===== src/rtl/mpg_pkg.sv =====
package mpg_pkg;
  localparam int unsigned MPG_AD_W = 32;
  localparam int unsigned MPG_BE_W = 4;

  // sticky status slots
  typedef enum logic [1:0] {
    SLOT_DPE  = 2'd0,
    SLOT_DPR  = 2'd1,
    SLOT_SINT = 2'd2
  } sticky_slot_e;

  localparam int unsigned MPG_NSLOT = 3;

  // parity of a word: 1 means an odd count of ones
  function automatic logic odd_ones(input logic [MPG_AD_W+MPG_BE_W-1:0] w);
    logic acc;
    acc = 1'b0;
    for (int i = 0; i < MPG_AD_W + MPG_BE_W; i++) acc = acc ^ w[i];
    return acc;
  endfunction
endpackage


===== src/rtl/mpg_rd_check.sv =====
module mpg_rd_check
  import mpg_pkg::*;
#(
  parameter int unsigned AD_W = MPG_AD_W,
  parameter int unsigned BE_W = MPG_BE_W
) (
  input  logic            clk,
  input  logic            rst_n,
  input  logic [AD_W-1:0] ad,
  input  logic [BE_W-1:0] cbe_n,
  input  logic            par,
  input  logic            take,
  output logic            rd_err
);
  localparam int unsigned WORD_W = AD_W + BE_W;

  logic held_odd;
  logic held_vld;
  logic [WORD_W-1:0] word_now;

  always_comb begin
    word_now = '0;
    word_now[WORD_W-1:0] = {ad, cbe_n};
  end

  always_ff @(posedge clk or negedge rst_n) begin
    if (!rst_n) begin
      held_odd <= 1'b0;
      held_vld <= 1'b0;
    end else begin
      held_vld <= take;
      held_odd <= take ? odd_ones(word_now) : 1'b0;
    end
  end

  // PAR arrives one clock after the captured data
  assign rd_err = held_vld & (held_odd ^ par);
endmodule


===== src/rtl/mpg_perr_drv.sv =====
module mpg_perr_drv (
  input  logic clk,
  input  logic rst_n,
  input  logic drive_req,
  output logic perr_n_out,
  output logic perr_oe
);
  logic low_q;
  logic rel_q;

  always_ff @(posedge clk or negedge rst_n) begin
    if (!rst_n) begin
      low_q <= 1'b0;
      rel_q <= 1'b0;
    end else begin
      low_q <= drive_req;
      rel_q <= low_q & ~drive_req;
    end
  end

  assign perr_n_out = ~low_q;
  assign perr_oe    = low_q | rel_q;
endmodule


===== src/rtl/mpg_sticky.sv =====
module mpg_sticky (
  input  logic clk,
  input  logic rst_n,
  input  logic set,
  input  logic clr,
  output logic q
);
  always_ff @(posedge clk or negedge rst_n) begin
    if (!rst_n) q <= 1'b0;
    else        q <= set | (q & ~clr);
  end
endmodule


===== src/rtl/mpg_top.sv =====
module mpg_top
  import mpg_pkg::*;
#(
  parameter int unsigned AD_W = MPG_AD_W,
  parameter int unsigned BE_W = MPG_BE_W
) (
  input  logic            clk,
  input  logic            rst_n,
  input  logic [AD_W-1:0] bus_ad,
  input  logic [BE_W-1:0] bus_cbe_n,
  input  logic            bus_par,
  input  logic            irdy_n,
  input  logic            trdy_n,
  input  logic            perr_n_in,
  input  logic            master_act,
  input  logic            dir_read,
  input  logic            perr_rsp_en,
  input  logic            sys_int_en,
  input  logic            clr_dpe,
  input  logic            clr_dpr,
  input  logic            clr_sint,
  output logic            stat_dpe,
  output logic            stat_dpr,
  output logic            sys_int_flag,
  output logic            int_n,
  output logic            perr_n_out,
  output logic            perr_oe
);
  // named internal events
  logic rd_take;
  logic rd_err;
  logic wr_err;
  logic any_err;
  logic perr_req;
  logic [MPG_NSLOT-1:0] st_set;
  logic [MPG_NSLOT-1:0] st_clr;
  logic [MPG_NSLOT-1:0] st_q;

  assign rd_take  = master_act & dir_read & ~irdy_n & ~trdy_n;
  assign wr_err   = master_act & ~dir_read & ~perr_n_in;
  assign any_err  = rd_err | wr_err;
  assign perr_req = rd_err & perr_rsp_en;

  mpg_rd_check #(.AD_W(AD_W), .BE_W(BE_W)) u_rd (
    .clk    (clk),
    .rst_n  (rst_n),
    .ad     (bus_ad),
    .cbe_n  (bus_cbe_n),
    .par    (bus_par),
    .take   (rd_take),
    .rd_err (rd_err)
  );

  mpg_perr_drv u_drv (
    .clk        (clk),
    .rst_n      (rst_n),
    .drive_req  (perr_req),
    .perr_n_out (perr_n_out),
    .perr_oe    (perr_oe)
  );

  always_comb begin
    st_set = '0;
    st_clr = '0;
    st_set[SLOT_DPE]  = any_err;
    st_set[SLOT_DPR]  = any_err & perr_rsp_en;
    st_set[SLOT_SINT] = any_err;
    st_clr[SLOT_DPE]  = clr_dpe;
    st_clr[SLOT_DPR]  = clr_dpr;
    st_clr[SLOT_SINT] = clr_sint;
  end

  for (genvar g = 0; g < MPG_NSLOT; g++) begin : g_st
    mpg_sticky u_bit (
      .clk   (clk),
      .rst_n (rst_n),
      .set   (st_set[g]),
      .clr   (st_clr[g]),
      .q     (st_q[g])
    );
  end

  assign stat_dpe     = st_q[SLOT_DPE];
  assign stat_dpr     = st_q[SLOT_DPR];
  assign sys_int_flag = st_q[SLOT_SINT];
  assign int_n        = ~(sys_int_flag & sys_int_en);
endmodule


===== config.mk =====
export PLATFORM = sky130hd
export DESIGN_NAME = mpg_top
export DESIGN_NICKNAME = d
export VERILOG_FILES = /design/src/rtl/mpg_pkg.sv /design/src/rtl/mpg_rd_check.sv /design/src/rtl/mpg_perr_drv.sv /design/src/rtl/mpg_sticky.sv /design/src/rtl/mpg_top.sv
export SDC_FILE = /design/constraint.sdc
export NUM_CORES = 1
export LEC_CHECK = 0
export ABC_AREA = 1
export BUFFER_PORTS_ARGS = -buffer_cell sky130_fd_sc_hd__buf_2
export CORE_AREA = 3 3 48 50
export DETAILED_ROUTE_END_ITERATION = 10
export DIE_AREA = 0 0 51 53
export PLACE_DENSITY = 0.93
export SLEW_MARGIN = 30
export SYNTH_ARGS = -nofsm -noshare
export SYNTH_HDL_FRONTEND = slang
export SYNTH_SLANG_ARGS = --single-unit

===== constraint.sdc =====
create_clock -name clk -period 1.64 [get_ports clk]
set_input_delay 0.164 -clock clk [delete_from_list [all_inputs] [get_ports clk]]
set_output_delay 0.164 -clock clk [all_outputs]
set_load 0.02 [all_outputs]

After elaboration in Yosys (flattened, before gate mapping)
Cells that the tools add are included.

word-level totals
  register bits = 7
  latch bits = 0
  memory bits (writable) = 0
  ROM bits = 0
  input port bits = 49
  logic and storage cells = 72
  memories kept = 0

cells by class
  add/subtract/negate cells = 0
  multiply operators = 0
  divide/modulo/power cells = 0
  $lt $le $gt $ge = 0
  eq/ne operators = 0
  shifts and indexed selects = 0
  muxes and demuxes = 1
  bitwise gates (word level) = 64
  reduce and logical (&&, ||, !) cells = 0

operators by type and width
  operator           number
  XOR 1 bit          36
  bitwise AND 1 bit  13
  inverter 1 bit     10
  bitwise OR 1 bit   5
  two-way mux 1 bit  1

Logic depth before layout (Yosys ltp)
  depth after elaboration = 36
  gate-level depth with buffers = 15
  gate-level depth less buffers = 15

Hierarchy
From an unflattened synthesis, not the netlist that was laid out.

unflattened totals
  cell total of the unflattened synthesis = 179
  area, all modules = 925.9 um^2

by module, submodules not included
  module        times used  cells each  area an instance (um^2)  sequential area each (um^2)
  mpg_rd_check  1           147         690.7                    50.0
  mpg_sticky    3           5           40.0                     25.0
  mpg_perr_drv  1           6           67.6                     50.0
  mpg_top       1           11          47.5                     0.0

Worst setup path before layout
Ideal clock, no wire load.

  path type = in2reg
  start = in bus_ad[22]
  end = reg u_rd.held_odd
  setup time = 117 ps
  arrival = 915 ps
  required time = 1523 ps
  path slack = 608 ps
  stages = 10
  path buffers = 0
  cell sequence = nor2_1 -> nor2_1 -> nand2_1 -> nand2_1 -> xnor2_1 -> nand3_1 -> nand2_1 -> inv_1 -> nand2_1 -> a21oi_2

between the ends
  cells in the longest elaborated chain, start to end = 11

ends and longest elaborated chain
  element                   line                text
  start: declaration        mpg_top.sv:9        input logic [AD_W-1:0] bus_ad,
  XOR 1 bit (10 in series)  mpg_pkg.sv:18       for (int i = 0; i < MPG_AD_W + MPG_BE_W; i++) acc = acc ^ w[i];
  two-way mux 1 bit         mpg_rd_check.sv:32  held_odd <= take ? odd_ones(word_now) : 1'b0;
  end signal: assignment    mpg_rd_check.sv:32
  end: declaration          mpg_rd_check.sv:17  logic held_odd;

No other way between the ends.

Worst setup path after layout
  start = reg u_drv.low_q
  end = out perr_oe

between the ends
  cells in the longest elaborated chain, start to end = 1

ends and longest elaborated chain
  element                   line                text
  start: declaration        mpg_perr_drv.sv:8   logic low_q;
  start signal: assignment  mpg_perr_drv.sv:16  low_q <= drive_req;
  bitwise OR 1 bit          mpg_perr_drv.sv:22  assign perr_oe = low_q | rel_q;
  end: declaration          mpg_top.sv:27       output logic perr_oe

No other way between the ends.

==> flow_summary.ini <==
[status]
status = finished, final reports clean

[clock_tree]
cts_max_level = 1
worstSkewPairLatency_ns = 0.24
cts.sink_count = 7
cts_buffers = 3
cts-root-buf = clkbuf_4
clockBufferDepth = 2
cts_resized = 0
postCtsHoldBufs = 1
cts_setup_buffers = 0
cts_tree = yes
cts.reportedPaths.clkPinSlew_ns = 0.05

[timing]
finClkSkew_ns = 0.00340
rsz0062_at_grt = false
finalMaxSlewViolations = 0
finalCritPeriodShare_pct = 75.1
tightest_slew_ns = 0.198
hold_viol_final = 0
slew_headroom_pct = 86.7
max_freq_ghz = 0.812
finalCriticalPeriod_ns = 1.23
setup_viol = 0
fin_setup_tns_ns = 0

[global_routing]
grtUsageTotal_pct = 13.8
antenna_found_initial = 0
use_met2_pct = 27.9
first_global_vias = 877
grt-busiest-layer = met2
grt_overflow = 0
use_met3_pct = 3.38
use_met1_pct = 15.0
grt_start_max_net_pins = 8
grt_pass1_wl_um = 2990

[die]
die_y_um = 53
fp.coreArea_mm2 = 0.00194
die_w_um = 51
dieArea_mm2 = 0.00270
io-pin-count = 55
initial_core_util_pct = 45.7
rows = 16

[final_layout]
layout_commonest_cell = nand2_1
layout_common_cells = 76 x nand2_1, 54 x buf_2, 47 x inv_1, 17 x nor2_1, 9 x nand3_1
ff_latch_area_um2 = 175
fin_area_mm2 = 0.00123
n_antenna_cell = 0
syn_to_final_growth_pct = 38.4
fin_nets = 284
multiInputGateArea_um2 = 532
nFillCells = 208
drive_gt1_share_pct = 25.6

[pwr]
leakage_uw = 0.000888
powerDensity_mw_per_mm2 = 519
irDropWorstVdd_v = 0.000357

[worst_setup_path]
endpoint_kind = output port
max_stage_delay_ns = 0.38
cpMaxStageDelayCell = dfrtp_1
required_ns = 1.48
start_kind = flip-flop
crit_arrival_ns = 1.07
path_class = flip-flop to output port
crit_chain = or2_2 > buf_2
cp_max_fo = 3

[yosys]
syn_inst = 175
synth_seq_area_share_pct = 19.7
yosysUniqueCellTypes = 14
syn_avg_cell_area_um2 = 5.07
yosysWarnings = 0
synthesis.nets = 224
synth.cell_area_um2 = 887
ys_seq_elements = 7

[routing]
drtPass1Iterations = 4
vias_per_cell = 4.18
wl_per_cell_um = 6.71
wl_um = 1750
ant_nets = 0
drt-initial-drc-count = 10
route.detailed.drc = 0
vias = 1090

[place]
placed_area_mm2 = 0.00119
gp_congestion = 0.683
numPortBuffers = 54
dp_hpwl_um = 1640

[flow_run]
maxCapViolations = 0

[min_path]
hp-class = input pin to flip-flop
## area by class of cell
cell class                      count  area share [%]
Clock buffer                        4            2.14
Inverter                           48            14.7
Multi-Input combinational cell    120            43.3
Sequential cell                     7            14.3
Tap cell                           27            2.75
Timing Repair Buffer               55            22.8
## final timing paths
check | from | cells past startpoint | to | slack (ns)
max in group asynchronous | rst_n | 2 | u_rd.held_odd | 1.21
max reg2reg | u_rd.held_odd | 6 | u_drv.rel_q | 0.69
max | u_drv.low_q | 2 | perr_oe | 0.41
min in group asynchronous | rst_n | 2 | u_drv.low_q | 0.28
min | clr_dpe | 2 | g_st[0].u_bit.q | 0.10
min reg2reg | u_drv.low_q | 2 | u_drv.rel_q | 0.51
## report_power, final
part	internal, µW	switching, µW
clock network	92.5	58.4
registers	182	4.70
logic	135	165
## synthesized netlist by cell type, drive strengths merged
master | n | area share, %
nand2 | 76 | 32
inv | 48 | 20
nor2 | 17 | 7.2
nand3 | 9 | 5.1
dfrtp | 7 | 20
xnor2 | 7 | 6.9
o21ai | 3 | 1.7
xor2 | 3 | 3.0
a21oi | 1 | 0.99
and3 | 1 | 0.71
nor3b | 1 | 0.85
o22ai | 1 | 0.71
or2 | 1 | 0.71
## per-layer routing
layer | vias up | wire length, µm
met5 | - | 0
met2 | 30 | 945
met3 | 0 | 129
met1 | 444 | 678
li1 | 616 | -
met4 | 0 | 0
## logic make-up (layout without fill, tap and decap cells)
kind of cell           after synthesis  after routing  share of synthesized area, %
buffers and inverters               48            107                          20.3
AO/OA/AOI/OAI                        5              5                          3.39
AND/OR/NAND/NOR                    105            105                          46.7
XOR/XNOR                            10             10                          9.87
flip-flops                           7              7                          19.7
## critical path: cells and delay by family (launching register included)
family,cells,cell delay (ns)
buffers and inverters,1,0.16
DFF,1,0.38
and+or+nand+nor,1,0.29
## through the flow
step	hold slack (ns)	power [µW]	std cells	worst slack (ns)	util (%)
floorplan	-0.132	387	175	0.608	-
global placement	0.000486	481	256	0.447	61.3
detailed placement	0.00312	492	256	0.422	61.3
CTS	0.0995	646	261	0.404	63.2
global route	0.0909	706	261	0.370	63.2
finish	0.100	637	261	0.408	63.2
## state kept, by name (all words and copies together) (netlist names)
name	cells
u_drv.rel_q	1
g_st.u_bit.q	3
u_drv.low_q	1
u_rd.held_vld	1
u_rd.held_odd	1
No activity file was read; power rests on OpenSTA's default activity.
